[src/rtl/i2s_tx_pkg.sv]
package i2s_tx_pkg;

  // Strobes from the control unit to the datapath; each is a single-cycle
  // pulse coincident with a falling bit-clock edge.
  typedef struct packed {
    logic loadLeft;   // open left slot: capture pair, send left MSB
    logic loadRight;  // open right slot: send right MSB
    logic shift;      // next bit of the current word
  } txStrobes_t;

endpackage

[src/rtl/i2s_tx_ctrl.sv]
module i2s_tx_ctrl
  import i2s_tx_pkg::*;
#(
  parameter int WORD_LEN = 24,
  parameter int CLK_DIV  = 8
) (
  input  logic       clk,
  input  logic       rst,
  output txStrobes_t strobes,
  output logic       sckOut,
  output logic       wsOut
);

  localparam int HALF = CLK_DIV / 2;
  localparam int DW   = (HALF > 1) ? $clog2(HALF) : 1;
  localparam int BW   = $clog2(WORD_LEN);

  logic [DW-1:0] divCnt;
  logic          sckQ;
  logic [BW-1:0] bitPos;
  logic          chanQ;   // 0 = left, 1 = right
  logic          wsQ;

  logic          edgeTick;
  logic          fallTick;
  logic          lastBit;
  logic [BW-1:0] nextPos;
  logic          nextChan;
  logic          nextWs;

  // Bit-clock divider
  assign edgeTick = (divCnt == DW'(HALF - 1));
  assign fallTick = edgeTick && sckQ;

  always_ff @(posedge clk) begin
    if (rst) begin
      divCnt <= '0;
      sckQ   <= 1'b0;
    end else if (edgeTick) begin
      divCnt <= '0;
      sckQ   <= ~sckQ;
    end else begin
      divCnt <= divCnt + 1'b1;
    end
  end

  // Slot position and channel
  assign lastBit  = (bitPos == BW'(WORD_LEN - 1));
  assign nextPos  = lastBit ? '0 : bitPos + 1'b1;
  assign nextChan = lastBit ? ~chanQ : chanQ;
  // Word select leads the data by one period: it flips during the LSB.
  assign nextWs   = (nextPos == BW'(WORD_LEN - 1)) ? ~nextChan : nextChan;

  // The reset state stands for the LSB period of a right word, so the first
  // falling edge opens a left slot.
  always_ff @(posedge clk) begin
    if (rst) begin
      bitPos <= BW'(WORD_LEN - 1);
      chanQ  <= 1'b1;
      wsQ    <= 1'b0;
    end else if (fallTick) begin
      bitPos <= nextPos;
      chanQ  <= nextChan;
      wsQ    <= nextWs;
    end
  end

  always_comb begin
    strobes.loadLeft  = fallTick && lastBit && chanQ;
    strobes.loadRight = fallTick && lastBit && !chanQ;
    strobes.shift     = fallTick && !lastBit;
  end

  assign sckOut = sckQ;
  assign wsOut  = wsQ;

endmodule

[src/rtl/i2s_tx_datapath.sv]
module i2s_tx_datapath
  import i2s_tx_pkg::*;
#(
  parameter int WORD_LEN = 24
) (
  input  logic                clk,
  input  logic                rst,
  input  txStrobes_t          strobes,
  input  logic [WORD_LEN-1:0] inLeft,
  input  logic [WORD_LEN-1:0] inRight,
  input  logic                inValid,
  output logic                sdOut
);

  logic [WORD_LEN-1:0] holdL;
  logic [WORD_LEN-1:0] holdR;
  logic [WORD_LEN-1:0] shReg;
  logic                sdQ;
  logic [WORD_LEN-1:0] leftSrc;

  assign leftSrc = inValid ? inLeft : holdL;

  // Holding register: replaced only at a left-slot start with valid input
  always_ff @(posedge clk) begin
    if (rst) begin
      holdL <= '0;
      holdR <= '0;
    end else if (strobes.loadLeft && inValid) begin
      holdL <= inLeft;
      holdR <= inRight;
    end
  end

  // Output shifter, MSB first
  always_ff @(posedge clk) begin
    if (rst) begin
      shReg <= '0;
      sdQ   <= 1'b0;
    end else if (strobes.loadLeft) begin
      sdQ   <= leftSrc[WORD_LEN-1];
      shReg <= {leftSrc[WORD_LEN-2:0], 1'b0};
    end else if (strobes.loadRight) begin
      sdQ   <= holdR[WORD_LEN-1];
      shReg <= {holdR[WORD_LEN-2:0], 1'b0};
    end else if (strobes.shift) begin
      sdQ   <= shReg[WORD_LEN-1];
      shReg <= {shReg[WORD_LEN-2:0], 1'b0};
    end
  end

  assign sdOut = sdQ;

endmodule

[src/rtl/i2s_tx_master.sv]
module i2s_tx_master
  import i2s_tx_pkg::*;
#(
  parameter int WORD_LEN = 24,
  parameter int CLK_DIV  = 8
) (
  input  logic                clk,
  input  logic                rst,
  input  logic [WORD_LEN-1:0] inLeft,
  input  logic [WORD_LEN-1:0] inRight,
  input  logic                inValid,
  output logic                inReady,
  output logic                sckOut,
  output logic                wsOut,
  output logic                sdOut
);

  generate
    if (!(WORD_LEN == 16 || WORD_LEN == 18 || WORD_LEN == 20 || WORD_LEN == 24)) begin : g_badLen
      $error("WORD_LEN must be 16, 18, 20 or 24");
    end
    if (CLK_DIV < 2 || (CLK_DIV % 2) != 0) begin : g_badDiv
      $error("CLK_DIV must be even and at least 2");
    end
  endgenerate

  txStrobes_t strobes;

  i2s_tx_ctrl #(
    .WORD_LEN(WORD_LEN),
    .CLK_DIV (CLK_DIV)
  ) u_ctrl (
    .clk    (clk),
    .rst    (rst),
    .strobes(strobes),
    .sckOut (sckOut),
    .wsOut  (wsOut)
  );

  i2s_tx_datapath #(
    .WORD_LEN(WORD_LEN)
  ) u_dp (
    .clk    (clk),
    .rst    (rst),
    .strobes(strobes),
    .inLeft (inLeft),
    .inRight(inRight),
    .inValid(inValid),
    .sdOut  (sdOut)
  );

  assign inReady = strobes.loadLeft;

endmodule

[config.mk]
export PLATFORM = sky130hd
export DESIGN_NAME = i2s_tx_master
export DESIGN_NICKNAME = d
export VERILOG_FILES = /design/src/rtl/i2s_tx_pkg.sv /design/src/rtl/i2s_tx_ctrl.sv /design/src/rtl/i2s_tx_datapath.sv /design/src/rtl/i2s_tx_master.sv
export SDC_FILE = /design/constraint.sdc
export NUM_CORES = 1
export LEC_CHECK = 0
export BUFFER_PORTS_ARGS = -buffer_cell sky130_fd_sc_hd__buf_2
export CAP_MARGIN = 30
export CORE_MARGIN = 4
export CORE_UTILIZATION = 45
export DETAILED_ROUTE_END_ITERATION = 16
export PLACE_DENSITY = 0.66
export RECOVER_POWER = 25
export SLEW_MARGIN = 20
export SYNTH_ARGS = -nofsm -noshare
export SYNTH_HDL_FRONTEND = slang
export SYNTH_HIERARCHICAL = 1
export SYNTH_SLANG_ARGS = --single-unit
[constraint.sdc]
create_clock -name clk -period 2.7 [get_ports clk]
set_input_delay 0.135 -clock clk [delete_from_list [all_inputs] [get_ports clk]]
set_output_delay 0.135 -clock clk [all_outputs]
set_load 0.01 [all_outputs]
==> qor.yml, run 1 <==
root_buffer: "clkbuf_8"
timing.fmax_mhz: 436
synth_top_cell_area_share: 0.463
seq_area_frac_synth: 0.463
setup_viol: 0
crit_required_ns: 2.89
synth_commonest_cells: "118 x nand2_1, 82 x dfxtp_1, 53 x a21oi_1, 45 x mux2i_1, 19 x o221ai_1"
drtPass1Iterations: 5
cts_max_level: 3
gr-total-overflow: 0
hold_path.class: "input port to flop"
area_delta_synth_final_pct: 15.7
hold_viol: 0
dpl.hpwl_um: 5330
critPathTopFamily: "buffers and inverters"
dp_cells: 544
core_area_mm2: 0.00769
synth_top_area_cell: "dfxtp_1"
slew_headroom: 0.609
avgSynthCellArea_um2: 8.75
critPathBufInv: 2
grt_pass1_wl_um: 12900
power.density_mw_per_mm2: 571
fillCellCount: 756
grt_util_all_layers: 0.165
diodes: 0
place.gp.congestion: 0.815
pin_count: 55
crit_path_frequent_cell: "buf_4"
vias: 2936
final_util: 0.534
clk_latency_ns: 0.34
die_y_um: 96.7
die-area_mm2: 0.00936
first_global_vias: 2724
dr.first_iter.drc_count: 163
drv_slew: 0
finalCritPeriodShare: 0.849
critPathKind: "flop to flop"
fin_hold_ws_ns: 0.0243
ir_worst_vdd_mv: 0.268
portBuffers: 54
max_cap_viol_count: 0
fin_nets: 506
cp-end-kind: "flop"
multiInputGateArea_mm2: 0.00174
synth_ff_type: "dfxtp_1"
clk_path_buf_depth: 2
synth_cells: 405
drt_wl_total_um: 7710
leakage_nw: 1.47
layout.cells.non_filler: 560
post_drt_via_cell_ratio: 5.24
cp_cell_sequence: "ha_1 > nand4b_1 > nor3_2 > buf_4 > buf_4 > mux2i_1 > o221ai_1"
critPathMaxFanout: 20
syn-cell-area_mm2: 0.00354
tns_ns: 0
drive_gt1_frac: 0.179
synth_nets: 458
ys_ff_latch: 82
yosysMostFrequentCell: "nand2_1"
die_w_um: 96.7
synth_edf_count: 0
crit_arrival_ns: 2.49
synth.distinct_cells: 39
cts_buffers: 9
cts_setup_buffers: 0
grt_max_degree: 43
layout_min_cycle_time_ns: 2.29
clock_skew_ns: 0.0130
start_util: 0.461
cp_slowest_cell: "dfxtp_1"
cts_hold_buffers: 0
async_flop_share: 0
outcome: "finished clean"
path_clk_slew_ns: 0.09
yosysWarningCount: 6
post_drt_wl_per_cell_um: 13.8
clock_sinks: 82
regArea_mm2: 0.00164
rsz0062_at_grt: "no"
postRouteAntennaNets: 0
start_kind: "flop"
synth.area.top_cells: "dfxtp_1 46%, mux2i_1 13%, nand2_1 13%"
max_stage_delay_ns: 0.40
rows: 32
cts_tree: "yes"
drc: 0
antenna_found_initial: 0
cts_resized: 0
tightest_slew_ns: 0.586
==> final timing paths <==
| path | startpoint | endpoint | slack [ns] | cells past startpoint |
|---|---|---|---|---|
| worst max-delay path | u_ctrl/bitPos[0]$_SDFFE_PP1N_ | u_dp/shReg[12]$_SDFFE_PP0P_ | 0.41 | 7 |
| worst min-delay path | inRight[15] | u_dp/holdR[15]$_SDFFE_PP0P_ | 0.02 | 3 |
| worst max register to register | u_ctrl/bitPos[0]$_SDFFE_PP1N_ | u_dp/shReg[12]$_SDFFE_PP0P_ | 0.41 | 7 |
| worst min register to register | u_ctrl/divCnt[0]$_SDFF_PP0_ | u_ctrl/divCnt[0]$_SDFF_PP0_ | 0.44 | 1 |
==> flip-flops by register name, indices dropped and copies added, names as in the netlist <==
name and flops:
u_dp/sdOut 1, u_ctrl/divCnt 2, u_ctrl/wsOut 1, u_dp/shReg 23
u_dp/holdL 24, u_ctrl/chanQ 1, u_ctrl/bitPos 5, u_ctrl/sckOut 1
u_dp/holdR 24
==> layout by cell type, fill, tap and decap left out, types with 3 or more instances in the layout <==
| cell type | count |
|---|---|
| a21oi_1 | 53 |
| nand2b_1 | 5 |
| clkbuf_1 | 4 |
| dfxtp_1 | 82 |
| clkbuf_8 | 10 |
| o221ai_1 | 19 |
| buf_4 | 12 |
| buf_2 | 51 |
| nor2_1 | 6 |
| mux2i_1 | 45 |
| nand2_1 | 118 |
| nand3_1 | 4 |
| and2_0 | 3 |
==> kinds of logic (layout without fill, tap and decap cells) <==
kind of cell | count (synthesis) | in the layout | share of synthesized area
AND/OR/NAND/NOR | 153 | 153 | 0.189
buffers and inverters | 32 | 85 | 0.0484
XOR/XNOR | 3 | 3 | 0.00742
multiplexers | 45 | 45 | 0.127
flip-flops | 82 | 82 | 0.463
AO/OA/AOI/OAI | 88 | 88 | 0.158
adder cells (fa/ha/maj) | 2 | 2 | 0.00706
==> stage by stage <==
step	area (µm²)	setup WS, ns	power [mW]
after floorplan	3540	0.522	1.32
after global placement	3890	0.614	1.38
after detailed placement	3890	0.501	1.38
after CTS	4120	0.487	2.37
after global routing	4100	0.131	2.44
final	4100	0.408	2.34
==> layer usage <==
layer	GRT usage	part of all wire	wire length [µm]
met4	0.0454	0.0053	41
met2	0.247	0.46	3520
met3	0.0411	0.039	301
met1	0.237	0.50	3850
met5	0	0	0
==> worst register-to-register path: cells and delay by family, from the launching register on <==
kind                       cells  cell delay (ns)
buffers and inverters          2             0.60
and+or+nand+nor                2             0.51
DFF                            1             0.40
adders and majority gates      1             0.28
muxes                          1             0.23
AOI/OAI and AO/OA              1             0.13
==> area by class of cell <==
type	instances	area share
timing repair buffer	67	0.0882
sequential	82	0.400
multi-input combinational	291	0.423
clock inverter	5	0.0210
inverter	2	0.00183
tap	102	0.0311
clock buffer	11	0.0345
==> report_power, final <==
| part | internal [mW] | leakage (nW) | switching, mW |
|---|---|---|---|
| Sequential | 1.22 | 0.661 | 0.00504 |
| Combinational | 0.0563 | 0.698 | 0.0676 |
| Clock | 0.554 | 0.114 | 0.442 |
No activity file was read; power rests on OpenSTA's default activity.
==> run 2, diff against run 1 <==
--- a/config.mk
+++ b/config.mk
@@ -5,12 +5,13 @@
 export SDC_FILE = /design/constraint.sdc
 export NUM_CORES = 1
 export LEC_CHECK = 0
+export ABC_AREA = 1
 export BUFFER_PORTS_ARGS = -buffer_cell sky130_fd_sc_hd__buf_2
 export CAP_MARGIN = 30
 export CORE_MARGIN = 4
 export CORE_UTILIZATION = 45
 export DETAILED_ROUTE_END_ITERATION = 16
-export PLACE_DENSITY = 0.66
+export PLACE_DENSITY = 0.68
 export RECOVER_POWER = 25
 export SLEW_MARGIN = 20
 export SYNTH_ARGS = -nofsm -noshare
==> constraint.sdc (replaced) <==
create_clock -name clk -period 2.1 [get_ports clk]
set_input_delay 0.105 -clock clk [delete_from_list [all_inputs] [get_ports clk]]
set_output_delay 0.105 -clock clk [all_outputs]
set_load 0.01 [all_outputs]
==> run 2 against run 1 <==
Against the previous run: power up 22%; global-route usage up 2.1 points; critical path depth is 2 higher; clock power rose by 13%; routed wire length rose by 23%; sequential power up 29%; combinational power grew 31%; synthesized cell count is 29% higher; worst hold slack got worse by 0.012 ns; first-iteration DRC count rose by 32%; flip-flop and latch count is the same; non-clock buffer count grew 13; critical path type is now flop to output pin.
==> qor.yml, run 2 <==
drt_wl_total_um: 9500  # was 7710 µm
first_global_vias: 3232  # was 2724
switching_power_mw: 0.647  # was 0.514 mW
post_drt_via_cell_ratio: 5.22  # was 5.24
die-area_mm2: 0.00974  # was 0.00936 mm²
synth_ff_type: "dfxtp_1"  # unchanged
synth_top_area_cell: "dfxtp_1"  # unchanged
dr_wl_met2_um: 4250  # was 3520 µm
synth_commonest_cells: "152 x nor2_1, 82 x dfxtp_1, 72 x nand3_1, 66 x o21ai_0, 41 x nand2_1"  # was 118 x nand2_1, 82 x dfxtp_1, 53 x a21oi_1, 45 x mux2i_1, 19 x o221ai_1
finalCritPeriodShare: 0.928
start_util: 0.472  # was 0.461
intPower_mw: 2.21  # was 1.83 mW
seq_area_frac_synth: 0.444  # was 0.463
grt_max_degree: 49  # was 43
top_regs: "u_dp/holdL: 24 flops, u_dp/holdR: 24 flops, u_dp/shReg: 23 flops"  # unchanged
dp_cells: 654  # was 544
switching_share: 0.226  # was 0.220
pin_count: 55  # unchanged
setup_viol: 0  # unchanged
critPathTopFamily: "simple AND/OR/NAND/NOR gates"  # was buffers and inverters
postRouteAntennaNets: 0  # unchanged
final_util: 0.568  # was 0.534
critPathKind: "flop to output pin"  # was flop to flop
fin_nets: 633  # was 506
cp_cell_sequence: "ha_2 > nand2_2 > inv_2 > nand2_2 > nor2_2 > inv_1 > nor2_4 > buf_12 > buf_2"  # was ha_1 > nand4b_1 > nor3_2 > buf_4 > buf_4 > mux2i_1 > o221ai_1
drv_slew: 0  # unchanged
layout_common_cells: "148 x nor2_1, 80 x dfxtp_1, 72 x nand3_1, 66 x o21ai_0, 51 x buf_2"  # was 118 x nand2_1, 82 x dfxtp_1, 53 x a21oi_1, 51 x buf_2, 45 x mux2i_1
cp-startpoint: "u_ctrl/bitPos[0]$_SDFFE_PP1N_"  # unchanged
start_kind: "flop"  # unchanged
clk_path_buf_depth: 2  # unchanged
max_stage_delay_ns: 0.37  # was 0.40 ns
root_buffer: "clkbuf_8"  # unchanged
p_seq_frac: 0.551  # was 0.522
drtPass1Iterations: 5  # unchanged
tightest_slew_ns: 0.660  # was 0.586 ns
drive_gt1_frac: 0.195  # was 0.179
post_drt_wl_per_cell_um: 13.8  # about the same
dpl.hpwl_um: 5910  # was 5330 µm
path_clk_slew_ns: 0.08  # was 0.09 ns
ir_worst_vdd_mv: 0.335  # was 0.268 mV
tns_ns: 0  # unchanged
rows: 32  # unchanged
power_mw: 2.85  # was 2.34 mW
hold_viol: 0  # unchanged
grt_util_all_layers: 0.185  # was 0.165
drc: 0  # unchanged
preCtsSetupSlack_ns: 0.0676  # was 0.501 ns
critPathBufInv: 4  # was 2
synth_top_cell_area_share: 0.444  # was 0.463
crit_path_frequent_cell: "nand2_2"  # was buf_4
yosysMostFrequentCell: "nor2_1"  # was nand2_1
met1Wirelength_um: 4610  # was 3850 µm
cts_tree: "yes"  # unchanged
core_area_mm2: 0.00785  # was 0.00769 mm²
cp_slowest_cell: "dfxtp_4"  # was dfxtp_1
r2r_start: "u_ctrl/bitPos[0]$_SDFFE_PP1N_"  # unchanged
power.density_mw_per_mm2: 641  # was 571 mW/mm²
grt_pass1_wl_um: 14900  # was 12900 µm
place_area_mm2: 0.00397  # was 0.00389 mm²
critPathMaxFanout: 7  # was 20
p_clk_frac: 0.392  # was 0.425
comb_power_share: 0.057  # was 0.053
dr.first_iter.drc_count: 215  # was 163
clock_skew_ns: 0.00998  # was 0.0130 ns
cts_buffers: 9  # unchanged
leakage_nw: 1.84  # was 1.47 nW
place.gp.congestion: 0.805  # was 0.815
synth_nets: 577  # was 458
portBuffers: 54  # unchanged
hold_path.class: "input port to flop"  # unchanged
vias: 3581  # was 2936
yosysWarningCount: 6  # unchanged
layout.cells.non_filler: 686  # was 560
ys_ff_latch: 82  # unchanged
fin_hold_ws_ns: 0.0120  # was 0.0243 ns
avgSynthCellArea_um2: 7.06  # was 8.75 µm²
fillCellCount: 781  # was 756
async_flop_share: 0  # unchanged
slew_headroom: 0.560  # was 0.609
min-delay-start: "inRight[19]"  # was inRight[15]
syn-cell-area_mm2: 0.00370  # was 0.00354 mm²
wl_met3_um: 517  # was 301 µm
layout_min_cycle_time_ns: 1.95
cts_max_level: 3  # unchanged
die_w_um: 98.7  # was 96.7 µm
crit_required_ns: 2.00  # was 2.89 ns
synth.area.top_cells: "dfxtp_1 44%, nor2_1 15%, nand3_1 9.7%"  # was dfxtp_1 46%, mux2i_1 13%, nand2_1 13%
crit_arrival_ns: 1.84  # was 2.49 ns
timing.fmax_mhz: 513
routed.top_layer: "met4"  # unchanged
die_y_um: 98.7  # was 96.7 µm
diodes: 0  # unchanged
rsz0062_at_grt: "yes"  # was no
cp-end-kind: "output pin"  # was flop
mostFrequentLayoutCell: "nor2_1"  # was nand2_1
outcome: "finished clean"  # unchanged
fin_area_mm2: 0.00446  # was 0.00410 mm²
fin_ws_ns: 0.152  # was 0.408 ns
gr-total-overflow: 0  # unchanged
synth_edf_count: 0  # unchanged
synth_cells: 524  # was 405
max_cap_viol_count: 0  # unchanged
clk_latency_ns: 0.36  # was 0.34 ns
antenna_found_initial: 0  # unchanged
clock_sinks: 82  # unchanged
area_delta_synth_final_pct: 20.4  # was 15.7%
synth.distinct_cells: 24  # was 39
run 2: cell types whose count changed after synthesis, moves of 6 or more:
cell      before  now
o21ai_0        2   66
nand3_1        4   72
nand2_1      118   41
nor2_1         6  152
a21oi_1       53   29
mux2i_1       45    0
o221ai_1      19    0
nand3_2        0    6
inv_1          2   15
run 2: timing repair:
action	in CTS	in global routing
setup buffers	0	7
endpoints found under the hold margin	5	0
cloned	0	5
hold buffers	5	0
gates resized for setup	4	19
endpoints found under the setup margin	1	73
pin swaps	0	2
run 2: kinds of logic after synthesis:
family / count (synthesis) / share of synthesized area
AND/OR/NAND/NOR: 281 / 0.328
flip-flops: 82 / 0.444
buffers and inverters: 55 / 0.0805
adder cells (fa/ha/maj): 2 / 0.00676
AO/OA/AOI/OAI: 104 / 0.142
run 2: area by class of cell:
| class | count | area [µm²] | share of cell area |
|---|---|---|---|
| Tap cell | 102 | 128 | 0.0286 |
| Clock buffer | 10 | 138 | 0.0309 |
| Multi-Input combinational cell | 387 | 1800 | 0.404 |
| Timing Repair inverter | 1 | 7.51 | 0.00168 |
| Sequential cell | 82 | 1650 | 0.369 |
| Timing Repair Buffer | 80 | 602 | 0.135 |
| Inverter | 19 | 80.1 | 0.0180 |
| Clock inverter | 5 | 55.1 | 0.0124 |
run 2: final timing paths:
check                                endpoint  slack, ns  depth (start not counted)
setup / recovery                      inReady       0.15                          9
hold / removal    u_dp/holdR[19]$_SDFFE_PP0P_       0.01                          3
setup reg to reg   u_dp/shReg[2]$_SDFFE_PP0P_       0.16                         13
hold reg to reg   u_ctrl/divCnt[0]$_SDFF_PP0_       0.43                          1
run 2: per-layer routing:
layer	vias up	global-route usage
li1	1841	-
met1	1642	0.257
met2	91	0.282
met3	7	0.0410
met4	0	0.0704
met5	-	0
run 2: tightest hold or removal path, stage by stage:
cell and delay (ns):
buf_2 0.07, o21ai_0 0.08, nor2_1 0.08
run 2: power groups by stage:
| stage | sequential [mW] | clock (mW) | combinational (mW) |
|---|---|---|---|
| final | 1.57 | 1.12 | 0.162 |
| after global routing | 1.58 | 1.20 | 0.181 |
| after CTS | 1.57 | 1.16 | 0.157 |
| after detailed placement | 1.61 | 0 | 0.148 |
| after global placement | 1.61 | 0 | 0.145 |
| after floorplan | 1.61 | 0 | 0.0812 |
==> run 3, diff against run 2 <==
--- a/config.mk
+++ b/config.mk
@@ -9,9 +9,9 @@
 export BUFFER_PORTS_ARGS = -buffer_cell sky130_fd_sc_hd__buf_2
 export CAP_MARGIN = 30
 export CORE_MARGIN = 4
-export CORE_UTILIZATION = 45
+export CORE_UTILIZATION = 51
 export DETAILED_ROUTE_END_ITERATION = 16
-export PLACE_DENSITY = 0.68
+export PLACE_DENSITY = 0.75
 export RECOVER_POWER = 25
 export SLEW_MARGIN = 20
 export SYNTH_ARGS = -nofsm -noshare
==> run 3 against run 2 <==
Against the previous run: die area is 11% lower; final cell count is 2.3% lower; combinational power is 5% lower; sequential power hardly changed; flip-flop and latch count stayed put; register-to-register slack worse by 0.097 ns; first-iteration DRC count is 68% higher; clock skew is 0.0013 ns lower; design area is 2.0% lower; critical path type is now flop to flop; largest cell class unchanged.
==> qor.yml, run 3 (synthesized netlist as in run 2, its figures left out) <==
layout_min_cycle_time_ns: 2.04  # was 1.95 ns
hold_path.class: "input port to flop"  # unchanged
grt_util_all_layers: 0.207  # was 0.185
cts_tree: "yes"  # unchanged
top_regs: "u_dp/holdL: 24 flops, u_dp/holdR: 24 flops, u_dp/shReg: 23 flops"  # unchanged
timing.fmax_mhz: 491  # was 513 MHz
clock_sinks: 82  # unchanged
antenna_found_initial: 0  # unchanged
tightest_slew_ns: 0.803  # was 0.660 ns
dpl.hpwl_um: 5850  # was 5910 µm
rsz0062_at_grt: "yes"  # unchanged
cts_buffers: 9  # unchanged
ir_worst_vdd_mv: 0.414  # was 0.335 mV
slew_headroom: 0.464  # was 0.560
critPathMaxFanout: 15  # was 7
die-area_mm2: 0.00868  # was 0.00974 mm²
dr.first_iter.drc_count: 362  # was 215
fin_nets: 622  # was 633
outcome: "finished clean"  # unchanged
hold_viol: 0  # unchanged
mostFrequentLayoutCell: "nor2_1"  # unchanged
drt_wl_total_um: 9350  # was 9500 µm
rows: 30  # was 32
grt_pass1_wl_um: 14500  # was 14900 µm
die_y_um: 93.2  # was 98.7 µm
core_area_mm2: 0.00691  # was 0.00785 mm²
die_w_um: 93.2  # was 98.7 µm
dp_cells: 647  # was 654
crit_required_ns: 2.32  # was 2.00 ns
first_global_vias: 3176  # was 3232
clk_path_buf_depth: 2  # unchanged
cts_max_level: 3  # unchanged
vias: 3595  # was 3581
pin_count: 55  # unchanged
layout.cells.non_filler: 670  # was 686
root_buffer: "clkbuf_8"  # unchanged
post_drt_wl_per_cell_um: 13.9  # was 13.8 µm
drive_gt1_frac: 0.185  # was 0.195
drtPass1Iterations: 5  # unchanged
layout_common_cells: "150 x nor2_1, 80 x dfxtp_1, 71 x nand3_1, 64 x o21ai_0, 51 x buf_2"  # was 148 x nor2_1, 80 x dfxtp_1, 72 x nand3_1, 66 x o21ai_0, 51 x buf_2
gr-total-overflow: 0  # unchanged
crit_arrival_ns: 2.26  # was 1.84 ns
post_drt_via_cell_ratio: 5.37  # was 5.22
path_clk_slew_ns: 0.08  # about the same
postRouteAntennaNets: 0  # unchanged
start_util: 0.536  # was 0.472
grt_max_degree: 49  # unchanged
area_delta_synth_final_pct: 18.0  # was 20.4%
fin_hold_ws_ns: 0.0131  # was 0.0120 ns
cp-end-kind: "flop"  # was output pin
max_cap_viol_count: 0  # unchanged
power.density_mw_per_mm2: 677  # was 641 mW/mm²
clk_latency_ns: 0.34  # was 0.36 ns
portBuffers: 54  # unchanged
clock_skew_ns: 0.00865  # was 0.00998 ns
setup_viol: 0  # unchanged
drc: 0  # unchanged
diodes: 0  # unchanged
leakage_nw: 1.81  # was 1.84 nW
drv_slew: 0  # unchanged
critPathKind: "flop to flop"  # was flop to output pin
place.gp.congestion: 0.841  # was 0.805
start_kind: "flop"  # unchanged
finalCritPeriodShare: 0.970  # was 0.928
## run 3: changes by cell type in the layout (fill, tap and decap cells not counted), moves of 2 or more
cell / previous run / this run
dlygate4sd3_1: 5 / 2
clkinvlp_4: 4 / 0
clkbuf_8: 10 / 13
nor2_1: 148 / 150
o21ai_0: 66 / 64
buf_4: 11 / 3
o21ai_1: 7 / 9
## run 3: final cells by class
| cell class | count | area (µm²) |
|---|---|---|
| repair buffers | 70 | 513 |
| multi-input cells | 387 | 1790 |
| clock buffers | 13 | 179 |
| inverters | 19 | 76.3 |
| clock inverters | 3 | 43.8 |
| well taps | 96 | 120 |
| fillers | 637 | 2540 |
| flip-flops and latches | 82 | 1650 |
## run 3: metal layers
metal  vias to the layer above  track usage  part of all wire
met2                       117        0.301              0.45
met4                         0       0.0598             0.014
met1                      1656        0.299              0.47
met5                         -            0                 0
li1                       1811            -                 -
met3                        11       0.0563             0.071
## run 3: final timing paths
check	start	endpoint	slack [ns]	cells after the start
setup / recovery	u_ctrl/bitPos[0]$_SDFFE_PP1N_	u_dp/shReg[5]$_SDFFE_PP0P_	0.06	13
setup reg to reg	u_ctrl/bitPos[0]$_SDFFE_PP1N_	u_dp/shReg[5]$_SDFFE_PP0P_	0.06	13
hold reg to reg	u_ctrl/divCnt[0]$_SDFF_PP0_	u_ctrl/divCnt[0]$_SDFF_PP0_	0.43	1
hold / removal	inRight[10]	u_dp/holdR[10]$_SDFFE_PP0P_	0.01	3
## run 3: critical path: stages (launching register included)
cell and delay (ns):
dfxtp_4 0.37, ha_2 0.21, nand2_2 0.08, inv_2 0.08, nand2_2 0.08, nor2_2 0.10
inv_2 0.06, nor2_4 0.21, inv_2 0.10, nand2_4 0.14, buf_12 0.16, nand3_1 0.11
nor2_1 0.14, nor2_1 0.07
## run 3: repair_timing
| item | in CTS | in global routing |
|---|---|---|
| gates cloned | 0 | 3 |
| setup buffers | 0 | 2 |
| hold endpoints to repair | 2 | 0 |
| pin swaps | 0 | 2 |
| gates resized for setup | 1 | 21 |
| hold buffers | 2 | 0 |
| setup endpoints to repair | 1 | 72 |
## run 3: through the flow
step / setup slack [ns] / power (mW) / utilization / TNS, ns / area [µm²]
floorplan: 0.107 / 1.69 / - / 0 / 3700
global placement: 0.165 / 1.75 / 0.574 / 0 / 3970
detailed placement: 0.0483 / 1.76 / 0.574 / 0 / 3970
CTS: 0.0100 / 2.97 / 0.610 / 0 / 4210
global route: -0.0896 / 3.06 / 0.632 / -0.255 / 4370
finish: 0.0631 / 2.96 / 0.632 / 0 / 4370
## run 3: report_power, final
part           switching, mW  internal [mW]
Sequential           0.00773           1.57
Clock                  0.548          0.682
Combinational         0.0880         0.0655
